**src/rtl/nic_pkg.sv**
```systemverilog
package nic_pkg;

    localparam int WORD_W = 32;
    localparam int ADDR_SEL_W = 4;

    typedef enum logic [ADDR_SEL_W-1:0] {
        A_CTRL    = 4'd0,
        A_PEND_LO = 4'd1,
        A_PEND_HI = 4'd2,
        A_MASK_LO = 4'd3,
        A_MASK_HI = 4'd4,
        A_SVC_LO  = 4'd5,
        A_SVC_HI  = 4'd6,
        A_TBASE   = 4'd7,
        A_EOI     = 4'd8
    } reg_sel_e;

    // Control word, bit 0 is enh
    typedef struct packed {
        logic nest;
        logic reloc_pre;
        logic reloc_en;
        logic enh;
    } ctrl_t;

    typedef struct packed {
        logic       valid;
        logic [5:0] idx;
    } first_t;

    // Lowest set bit of a vector of up to 64 levels
    function automatic first_t first_set(logic [63:0] v);
        first_t r;
        r = '0;
        for (int i = 63; i >= 0; i--) begin
            if (v[i]) begin
                r.valid = 1'b1;
                r.idx   = 6'(i);
            end
        end
        return r;
    endfunction

endpackage

```
**src/rtl/nic_regs.sv**
```systemverilog
module nic_regs
    import nic_pkg::*;
#(
    parameter int NUM_CORE   = 8,
    parameter int NUM_PERIPH = 32,
    parameter int ADDR_W     = 32,
    localparam int NL        = NUM_CORE + NUM_PERIPH,
    localparam int LVL_W     = $clog2(NL)
) (
    input  logic                  clk,
    input  logic                  rst,
    input  logic [NL-1:0]         req,
    input  logic                  we,
    input  logic [ADDR_SEL_W-1:0] addr,
    input  logic [WORD_W-1:0]     wdata,
    input  logic                  take,
    input  logic [LVL_W-1:0]      take_lvl,
    output logic [WORD_W-1:0]     rdata,
    output ctrl_t                 ctrl,
    output logic [NL-1:0]         pend,
    output logic [NL-1:0]         mask,
    output logic [NL-1:0]         insvc,
    output logic [NL-1:0]         allowed,
    output logic [ADDR_W-1:0]     tbase
);

    logic [NL-1:0] pend_n, mask_n, insvc_n, clr_pend, svc_clr, svc_set;
    logic [63:0]   m64, c64;
    logic          eoi;
    first_t        top_svc;

    assign allowed = ctrl.enh ? '1 : NL'((64'd1 << NUM_CORE) - 64'd1);
    assign eoi     = we && (addr == A_EOI);
    assign top_svc = first_set(64'(insvc));

    always_comb begin
        c64 = '0;
        if (we && addr == A_PEND_LO) c64[31:0]  = wdata;
        if (we && addr == A_PEND_HI) c64[63:32] = wdata;
        clr_pend = NL'(c64);
        pend_n   = (pend & ~clr_pend) | (req & allowed);

        m64 = 64'(mask);
        if (we && addr == A_MASK_LO) m64[31:0]  = wdata;
        if (we && addr == A_MASK_HI) m64[63:32] = wdata;
        mask_n = NL'(m64);

        svc_clr = (eoi && top_svc.valid) ? NL'(64'd1 << top_svc.idx) : '0;
        svc_set = take ? NL'(64'd1 << take_lvl) : '0;
        insvc_n = (insvc & ~svc_clr) | svc_set;
    end

    always_ff @(posedge clk) begin
        if (rst) begin
            ctrl  <= '0;
            pend  <= '0;
            mask  <= '0;
            insvc <= '0;
            tbase <= '0;
        end else begin
            pend  <= pend_n;
            mask  <= mask_n;
            insvc <= insvc_n;
            if (we && addr == A_CTRL)  ctrl  <= ctrl_t'(wdata[3:0]);
            if (we && addr == A_TBASE) tbase <= ADDR_W'(wdata) & ~ADDR_W'(7);
        end
    end

    always_comb begin
        unique case (addr)
            A_CTRL:    rdata = WORD_W'(ctrl);
            A_PEND_LO: rdata = pend[31:0];
            A_PEND_HI: rdata = WORD_W'(64'(pend) >> 32);
            A_MASK_LO: rdata = mask[31:0];
            A_MASK_HI: rdata = WORD_W'(64'(mask) >> 32);
            A_SVC_LO:  rdata = insvc[31:0];
            A_SVC_HI:  rdata = WORD_W'(64'(insvc) >> 32);
            A_TBASE:   rdata = WORD_W'(tbase);
            default:   rdata = '0;
        endcase
    end


    pend_latch_chk: assert property (@(posedge clk) disable iff (rst)
        !$past(rst) |-> ((pend & $past(req & allowed)) == $past(req & allowed)));


    eoi_shrink_chk: assert property (@(posedge clk) disable iff (rst)
        (eoi && !take && top_svc.valid) |=> ($countones(insvc) == $countones($past(insvc)) - 1));

endmodule

```
**src/rtl/nic_prio.sv**
```systemverilog
module nic_prio
    import nic_pkg::*;
#(
    parameter int NUM_CORE   = 8,
    parameter int NUM_PERIPH = 32,
    localparam int NL        = NUM_CORE + NUM_PERIPH,
    localparam int LVL_W     = $clog2(NL)
) (
    input  logic             clk,
    input  logic             rst,
    input  ctrl_t            ctrl,
    input  logic [NL-1:0]    pend,
    input  logic [NL-1:0]    mask,
    input  logic [NL-1:0]    insvc,
    input  logic [NL-1:0]    allowed,
    output logic             irq,
    output logic             nest_on,
    output logic [LVL_W-1:0] lvl
);

    logic [NL-1:0] active;
    first_t        win, top;

    assign active  = pend & mask & allowed;
    assign win     = first_set(64'(active));
    assign top     = first_set(64'(insvc));
    assign nest_on = ctrl.enh && ctrl.nest;
    assign lvl     = LVL_W'(win.idx);
    assign irq     = win.valid && (!nest_on || !top.valid || (win.idx < top.idx));


    winner_live_chk: assert property (@(posedge clk) disable iff (rst)
        irq |-> (pend[lvl] && mask[lvl]));


    legacy_range_chk: assert property (@(posedge clk) disable iff (rst)
        (irq && !ctrl.enh) |-> (lvl < LVL_W'(NUM_CORE)));


    nest_block_chk: assert property (@(posedge clk) disable iff (rst)
        (irq && nest_on) |-> !insvc[lvl]);

endmodule

```
**src/rtl/nic_vector.sv**
```systemverilog
module nic_vector
    import nic_pkg::*;
#(
    parameter int LVL_W  = 6,
    parameter int ADDR_W = 32
) (
    input  ctrl_t             ctrl,
    input  logic [ADDR_W-1:0] tbase,
    input  logic [LVL_W-1:0]  lvl,
    output logic [ADDR_W-1:0] vector
);

    localparam int SLOT_SH = 3;
    localparam int CODE_SH = 2;

    logic reloc;
    assign reloc  = ctrl.enh && ctrl.reloc_en && ctrl.reloc_pre;
    assign vector = reloc ? tbase + (ADDR_W'(lvl) << SLOT_SH)
                          : ADDR_W'(lvl) << CODE_SH;

endmodule

```
**src/rtl/nested_irq_ctrl.sv**
```systemverilog
module nested_irq_ctrl
    import nic_pkg::*;
#(
    parameter int NUM_CORE   = 8,
    parameter int NUM_PERIPH = 32,
    parameter int ADDR_W     = 32,
    localparam int NL        = NUM_CORE + NUM_PERIPH,
    localparam int LVL_W     = $clog2(NL)
) (
    input  logic                  clk,
    input  logic                  rst,
    input  logic [NUM_CORE-1:0]   core_req,
    input  logic [NUM_PERIPH-1:0] periph_req,
    input  logic                  ack,
    input  logic                  reg_we,
    input  logic [3:0]            reg_addr,
    input  logic [31:0]           reg_wdata,
    output logic [31:0]           reg_rdata,
    output logic                  irq,
    output logic [LVL_W-1:0]      irq_level,
    output logic [ADDR_W-1:0]     irq_vector
);

    ctrl_t             ctrl;
    logic [NL-1:0]     pend, mask, insvc, allowed;
    logic [ADDR_W-1:0] tbase;
    logic              nest_on, take;

    assign take = ack && irq && nest_on;

    nic_regs #(.NUM_CORE(NUM_CORE), .NUM_PERIPH(NUM_PERIPH), .ADDR_W(ADDR_W)) u_regs (
        .clk(clk), .rst(rst), .req({periph_req, core_req}),
        .we(reg_we), .addr(reg_addr), .wdata(reg_wdata),
        .take(take), .take_lvl(irq_level), .rdata(reg_rdata),
        .ctrl(ctrl), .pend(pend), .mask(mask), .insvc(insvc),
        .allowed(allowed), .tbase(tbase)
    );

    nic_prio #(.NUM_CORE(NUM_CORE), .NUM_PERIPH(NUM_PERIPH)) u_prio (
        .clk(clk), .rst(rst), .ctrl(ctrl), .pend(pend), .mask(mask),
        .insvc(insvc), .allowed(allowed), .irq(irq), .nest_on(nest_on), .lvl(irq_level)
    );

    nic_vector #(.LVL_W(LVL_W), .ADDR_W(ADDR_W)) u_vec (
        .ctrl(ctrl), .tbase(tbase), .lvl(irq_level), .vector(irq_vector)
    );


    take_mark_chk: assert property (@(posedge clk) disable iff (rst)
        take |=> insvc[$past(irq_level)]);


    no_take_chk: assert property (@(posedge clk) disable iff (rst)
        (ack && !nest_on && !(reg_we && reg_addr == 4'd8)) |=> $stable(insvc));

endmodule

```
**config.mk**
```make
export PLATFORM = sky130hd
export DESIGN_NAME = nested_irq_ctrl
export DESIGN_NICKNAME = d
export VERILOG_FILES = /design/src/rtl/nic_pkg.sv /design/src/rtl/nic_regs.sv /design/src/rtl/nic_prio.sv /design/src/rtl/nic_vector.sv /design/src/rtl/nested_irq_ctrl.sv
export SDC_FILE = /design/constraint.sdc
export NUM_CORES = 1
export LEC_CHECK = 0
export BUFFER_PORTS_ARGS = -buffer_cell sky130_fd_sc_hd__buf_2
export CORE_MARGIN = 2
export CORE_UTILIZATION = 35
export CTS_BUF_LIST = sky130_fd_sc_hd__clkbuf_16
export DETAILED_ROUTE_END_ITERATION = 10
export GPL_ROUTABILITY_DRIVEN = 0
export MAX_ROUTING_LAYER = met4
export PLACE_DENSITY = 0.58
export SYNTH_ARGS = -nofsm -noshare
export SYNTH_HDL_FRONTEND = slang
export SYNTH_HIERARCHICAL = 1
export SYNTH_SLANG_ARGS = --single-unit
```
**constraint.sdc**
```tcl
create_clock -name clk -period 8.6 [get_ports clk]
set_input_delay 1.29 -clock clk [delete_from_list [all_inputs] [get_ports clk]]
set_output_delay 1.29 -clock clk [all_outputs]
set_load 0.05 [all_outputs]
```
==> flow_summary.ini, run 1 <==
[clocking]
clk_latency_ns = 0.43
htreeDepth = 4
cts_max_path_buffers = 2
clock-sinks = 153
post_cts_buffers = 0
cts_buffers = 17
ctsResizeCount = 0
cts-root-buf = clkbuf_16
clk_pin_slew_ns = 0.07
hold_buffers = 0
cts_tree = built

[route]
first_iter_violations = 1258
detail-route-antenna-nets = 0
dr.pass1.iters = 7
drc_errors = 0
wire_per_inst_um = 20.89
num_vias = 11040
wirelength_mm = 39.06
viasPerCell = 5.902

[place]
dp_slack_ns = 1.891
io_buffers = 148
dp_hpwl_mm = 28.14
place_inst = 1839

[yosys]
syn-instance-count = 1401
synth_xor_area_share_pct = 1.587
yosys.area.top_type_share_pct = 30.83
synthMuxAreaShare_pct = 0.9194
ys_seq_area_share_pct = 30.83
synth_top_family_by_area = simple AND/OR/NAND/NOR gates
synth-edff-count = 0
yosysTopAreaCell = dfxtp_1
yosys.area_share.adder_pct = 1.587
syn-cell-area_um2 = 9935
synthTopCellsByArea = dfxtp_1, nand2_1, a21oi_1
ys_dominant_reg_cell = dfxtp_1
ys_types = 85
ys_warn_count = 6
yosys.area_share.simple_pct = 30.89
async_flop_share_pct = 0
avgSynthCellArea_um2 = 7.091
synth_compound_area_share_pct = 26.83
ys_ff_latch = 153

[sta]
finalWorstSetupSlack_ns = 1.305
post-route-period-util_pct = 84.82
rsz0062_at_grt = no
fmax_mhz = 137.1
final-hold-violation-count = 0
skew_ns = 0.01425
worst_pin_slew_ns = 1.218
fin_crit_ns = 7.295
fin_tns_setup_ns = 0
drv_slew = 0
timing.slew.headroom_pct = 18.62
setup_viol_count_final = 0

[setup_path]
cpMaxStageDelayCell = dfxtp_2
path_buf_inv = 3
crit_top_cell = a21oi_1
crit_family = compound AO/OA/AOI/OAI gates
max_stage_delay_ns = 0.87
worstPathArrival_ns = 6.00
crit_path_end_kind = primary output
path_cells = buf_4, and3_1, o21ai_0, a211oi_1, o31ai_1, a21oi_1, a221oi_1, nor2_1, ha_1, inv_1, fa_1, nand2b_2, a211oi_4, o2111ai_4, or3_1, a21oi_1, buf_2
critPathLaunchType = flop
cp_max_fo = 42
worst-setup-path-type = reg2out
required_ns = 7.31

[die]
core_um2 = 27860
fp.dieW_um = 172.5
rows = 61
die_area_um2 = 29750
start_util_pct = 35.66
pin_count = 151
die_h_um = 172.5

[hold_path]
hold_path_class = reg2reg

[outcome]
outcome = finished, final reports clean

[power]
totalPowerFinal_mw = 1.605
powerDensity_nw_per_um2 = 142.2
peakVddDrop_mv = 0.09384
leakagePower_nw = 4.401

[layout]
area_growth_pct = 13.61
final_nets = 1572
layout-drive-gt1-share_pct = 15.42
diodes = 0
fin_cells = 1870

[global_routing]
grt_pass1_vias = 10170
grtUsageTotal_pct = 27.05
antenna_found_initial = 0
grt_overflow_total = 0
grt_pass1_wl_mm = 59.57
grt_max_degree = 85

[flow_run]
cap_violations = 0
worst min-delay path, cell delays in order, from the launching register on:
cell     delay (ns)
dfxtp_1        0.32
nand2_1        0.05
a21oi_1        0.05
layer usage:
| layer | global-route usage, % | vias to the layer above | share of wire, % |
|---|---|---|---|
| met2 | 39.98 | 600 | 44 |
| met1 | 36.97 | 5201 | 43 |
| li1 | - | 5154 | - |
| met3 | 4.669 | 82 | 9.1 |
| met4 | 9.865 | 0 | 3.4 |
| met5 | - | - | 0 |
per-stage QoR:
step | instance area, µm² | hold slack [ns] | utilization (%)
2_1_floorplan | 9968 | 0.4442 | -
3_3_place_gp | 10720 | 0.4562 | 38.49
3_5_place_dp | 10720 | 0.4617 | 38.49
4_1_cts | 11290 | 0.4681 | 40.52
5_1_grt | 11290 | 0.4952 | 40.52
6_report | 11290 | 0.4701 | 40.52
synth_stat cells (7+ instances only):
cell type and instances:
a211oi_1 14, a21oi_1 145, a22oi_1 95, a311oi_1 7
a32o_1 8, and2_1 12, and3_1 18, buf_4 43
clkbuf_1 61, dfxtp_1 153, ha_1 11, inv_1 33
mux2i_1 8, nand2_1 293, nand2b_1 14, nand3_1 73
nand4_1 10, nor2_1 129, nor2b_1 11, nor3_1 39
nor4_1 12, o21ai_0 46, o21ai_1 10, or3_1 10
or4_1 7, xor2_1 15
cell families after synthesis:
| family | after synthesis |
|---|---|
| AND/OR/NAND/NOR | 660 |
| AO/OA/AOI/OAI | 401 |
| flip-flops | 153 |
| buffers and inverters | 146 |
| XOR/XNOR | 18 |
| adder cells (fa/ha/maj) | 12 |
| multiplexers | 9 |
| other | 2 |
final cells by class:
class	count	area [µm²]
Inverter	33	123.9
Multi-Input combinational cell	1111	6197
Clock inverter	14	140.1
Fill cell	2884	16570
Clock buffer	17	425.4
Tap cell	378	473.0
Timing Repair Buffer	164	863.3
Sequential cell	153	3064
sequential cells by signal, indices dropped and copies added (netlist names):
name,count
u_regs/tbase,29
u_regs/insvc,40
u_regs/ctrl,4
u_regs/pend,40
u_regs/mask,40
cell usage in the layout (no fill, tap or decap), types with 7 or more instances in the layout:
master	n
nor3_1	37
buf_4	17
nand4_1	10
buf_2	147
conb_1	11
dfxtp_1	152
a211oi_1	14
or4_1	7
a32o_1	8
a22oi_1	95
nand2_1	293
nand2b_1	14
mux2i_1	8
o21ai_0	46
clkbuf_16	17
and3_1	18
and2_1	12
nor2_1	127
or3_1	10
xor2_1	15
nand3_1	73
a21oi_1	145
ha_1	11
a311oi_1	7
inv_1	33
nor2b_1	11
o21ai_1	10
nor4_1	12
worst paths after layout:
check                              startpoint                          end  slack (ns)  cells past startpoint
setup / recovery  u_regs/ctrl[0]$_SDFFE_PP0P_               irq_vector[31]        1.31                     17
hold / removal    u_regs/mask[0]$_SDFFE_PP0P_  u_regs/mask[0]$_SDFFE_PP0P_        0.47                      2
setup reg to reg  u_regs/ctrl[0]$_SDFFE_PP0P_  u_regs/insvc[37]$_SDFF_PP0_        2.86                     17
hold reg to reg   u_regs/mask[0]$_SDFFE_PP0P_  u_regs/mask[0]$_SDFFE_PP0P_        0.47                      2
power breakdown:
| part | total (mW) | internal [mW] | switching (mW) |
|---|---|---|---|
| logic | 0.127 | 0.0404 | 0.0865 |
| clock network | 0.747 | 0.405 | 0.341 |
| registers | 0.732 | 0.718 | 0.0139 |
No activity file was read; power rests on OpenSTA's default activity.
==> run 2: changes to the inputs <==
PLACE_DENSITY = 0.59   (was 0.58)
clock period = 6.7 ns   (was 8.6 ns; I/O delays follow)
==> flow_summary.ini, run 2 (synthesis gave the netlist of run 1 again) <==
[route]
wirelength_mm = 39.45
dr.pass1.iters = 9
first_iter_violations = 1409
detail-route-antenna-nets = 0
num_vias = 11170
wire_per_inst_um = 21.05
dr_wl_met2_mm = 17.78
wl_met1_mm = 16.55
top_layer = met4
drc_errors = 0
viasPerCell = 5.961
wl_met3_mm = 3.840

[sta]
skew_ns = 0.01305
final-hold-violation-count = 0
post-route-period-util_pct = 93.67
drv_slew = 0
fmax_mhz = 159.3
worst_pin_slew_ns = 1.274
fin_crit_ns = 6.276
finalWorstSetupSlack_ns = 0.4244
fin_tns_setup_ns = 0
whs_ns = 0.4770
setup_viol_count_final = 0
timing.slew.headroom_pct = 14.88
rsz0062_at_grt = no

[outcome]
outcome = finished, final reports clean

[setup_path]
critPathLaunchType = flop
cpMaxStageDelayCell = dfxtp_2
max_stage_delay_ns = 0.74
cp_max_fo = 34
required_ns = 5.69
worstPathArrival_ns = 5.27
crit_path_end_kind = primary output
worst-setup-path-type = reg2out
path_cells = buf_4, nand3_1, and2_1, o21ai_1, a211oi_1, nor3_1, o21ai_1, a21oi_1, inv_1, fa_1, nand2b_2, a211oi_4, buf_4, o2111ai_4, or3_1, a21oi_1, buf_2

[clocking]
hold_buffers = 0
htreeDepth = 4
ctsResizeCount = 0
clk_pin_slew_ns = 0.07
cts-root-buf = clkbuf_16
clock-sinks = 153
clk_latency_ns = 0.44
cts_tree = built
post_cts_buffers = 0
cts_max_path_buffers = 2
cts_buffers = 17

[die]
die_h_um = 172.5
fp.dieW_um = 172.5
core_um2 = 27860
start_util_pct = 35.66
die_area_um2 = 29750
pin_count = 151
rows = 61

[layout]
layout_commonest_cell = nand2_1
area_growth_pct = 14.31
top_regs = u_regs/insvc: 40 flops, u_regs/mask: 40 flops, u_regs/pend: 40 flops
mostFrequentLayoutCells = nand2_1, dfxtp_1, buf_2
fillCellCount = 2900
design_area_um2 = 11360
layout-drive-gt1-share_pct = 15.57
diodes = 0
final_nets = 1575
fin_cells = 1874

[place]
dp_hpwl_mm = 28.39
dp_slack_ns = 0.9472
place_area_um2 = 10740
io_buffers = 148
place_inst = 1842

[global_routing]
grt_overflow_total = 0
grtUsageTotal_pct = 27.25
grt_max_degree = 81
antenna_found_initial = 0
grt_pass1_wl_mm = 59.90
grt_pass1_vias = 10180

[power]
powerDensity_nw_per_um2 = 186.3
peakVddDrop_mv = 0.1430
leakagePower_nw = 4.446

[flow_run]
cap_violations = 0

[hold_path]
hold_path_class = reg2reg
[run 2: path summary, 6_finish.rpt]
check	cells after the start	slack [ns]	startpoint	endpoint
worst max-delay path	17	0.42	u_regs/ctrl[0]$_SDFFE_PP0P_	irq_vector[31]
worst min-delay path	2	0.48	u_regs/mask[18]$_SDFFE_PP0P_	u_regs/mask[18]$_SDFFE_PP0P_
worst max register to register	17	1.45	u_regs/ctrl[0]$_SDFFE_PP0P_	u_regs/insvc[37]$_SDFF_PP0_
worst min register to register	2	0.48	u_regs/mask[18]$_SDFFE_PP0P_	u_regs/mask[18]$_SDFFE_PP0P_
[run 2: final cells by class]
type	count	area [µm²]	area share, %
clock buffer	17	425.4	3.746
multi-input combinational	1111	6197	54.57
sequential	153	3064	26.98
clock inverter	15	186.4	1.642
timing repair buffer	167	885.9	7.801
tap	378	473.0	4.165
inverter	33	123.9	1.091
[run 2: report_power, final]
group / total, mW / switching (mW) / internal, mW
clock network: 1.01 / 0.450 / 0.564
logic: 0.163 / 0.111 / 0.0516
registers: 0.939 / 0.0176 / 0.921
total: 2.12 / 0.579 / 1.54
[run 2: worst max-delay path, delay by kind of cell (launching register included)]
kind	cells	cell delay (ns)
AO/OA/AOI/OAI	7	1.44
buffers and inverters	4	1.03
AND/OR/NAND/NOR	5	1.14
flip-flops	1	0.74
adder cells (fa/ha/maj)	1	0.46
[run 2: metrics by stage]
stage	util, %	power (mW)
2_1_floorplan	-	1.053
3_3_place_gp	38.57	1.118
3_5_place_dp	38.57	1.119
4_1_cts	40.76	2.124
5_1_grt	40.76	2.185
6_report	40.76	2.116
[run 2: per-layer routing]
| metal | vias to the layer above | GRT usage [%] |
|---|---|---|
| met4 | 0 | 9.646 |
| met2 | 613 | 41.27 |
| met3 | 104 | 4.623 |
| met1 | 5299 | 36.60 |
| li1 | 5155 | - |
| met5 | - | - |
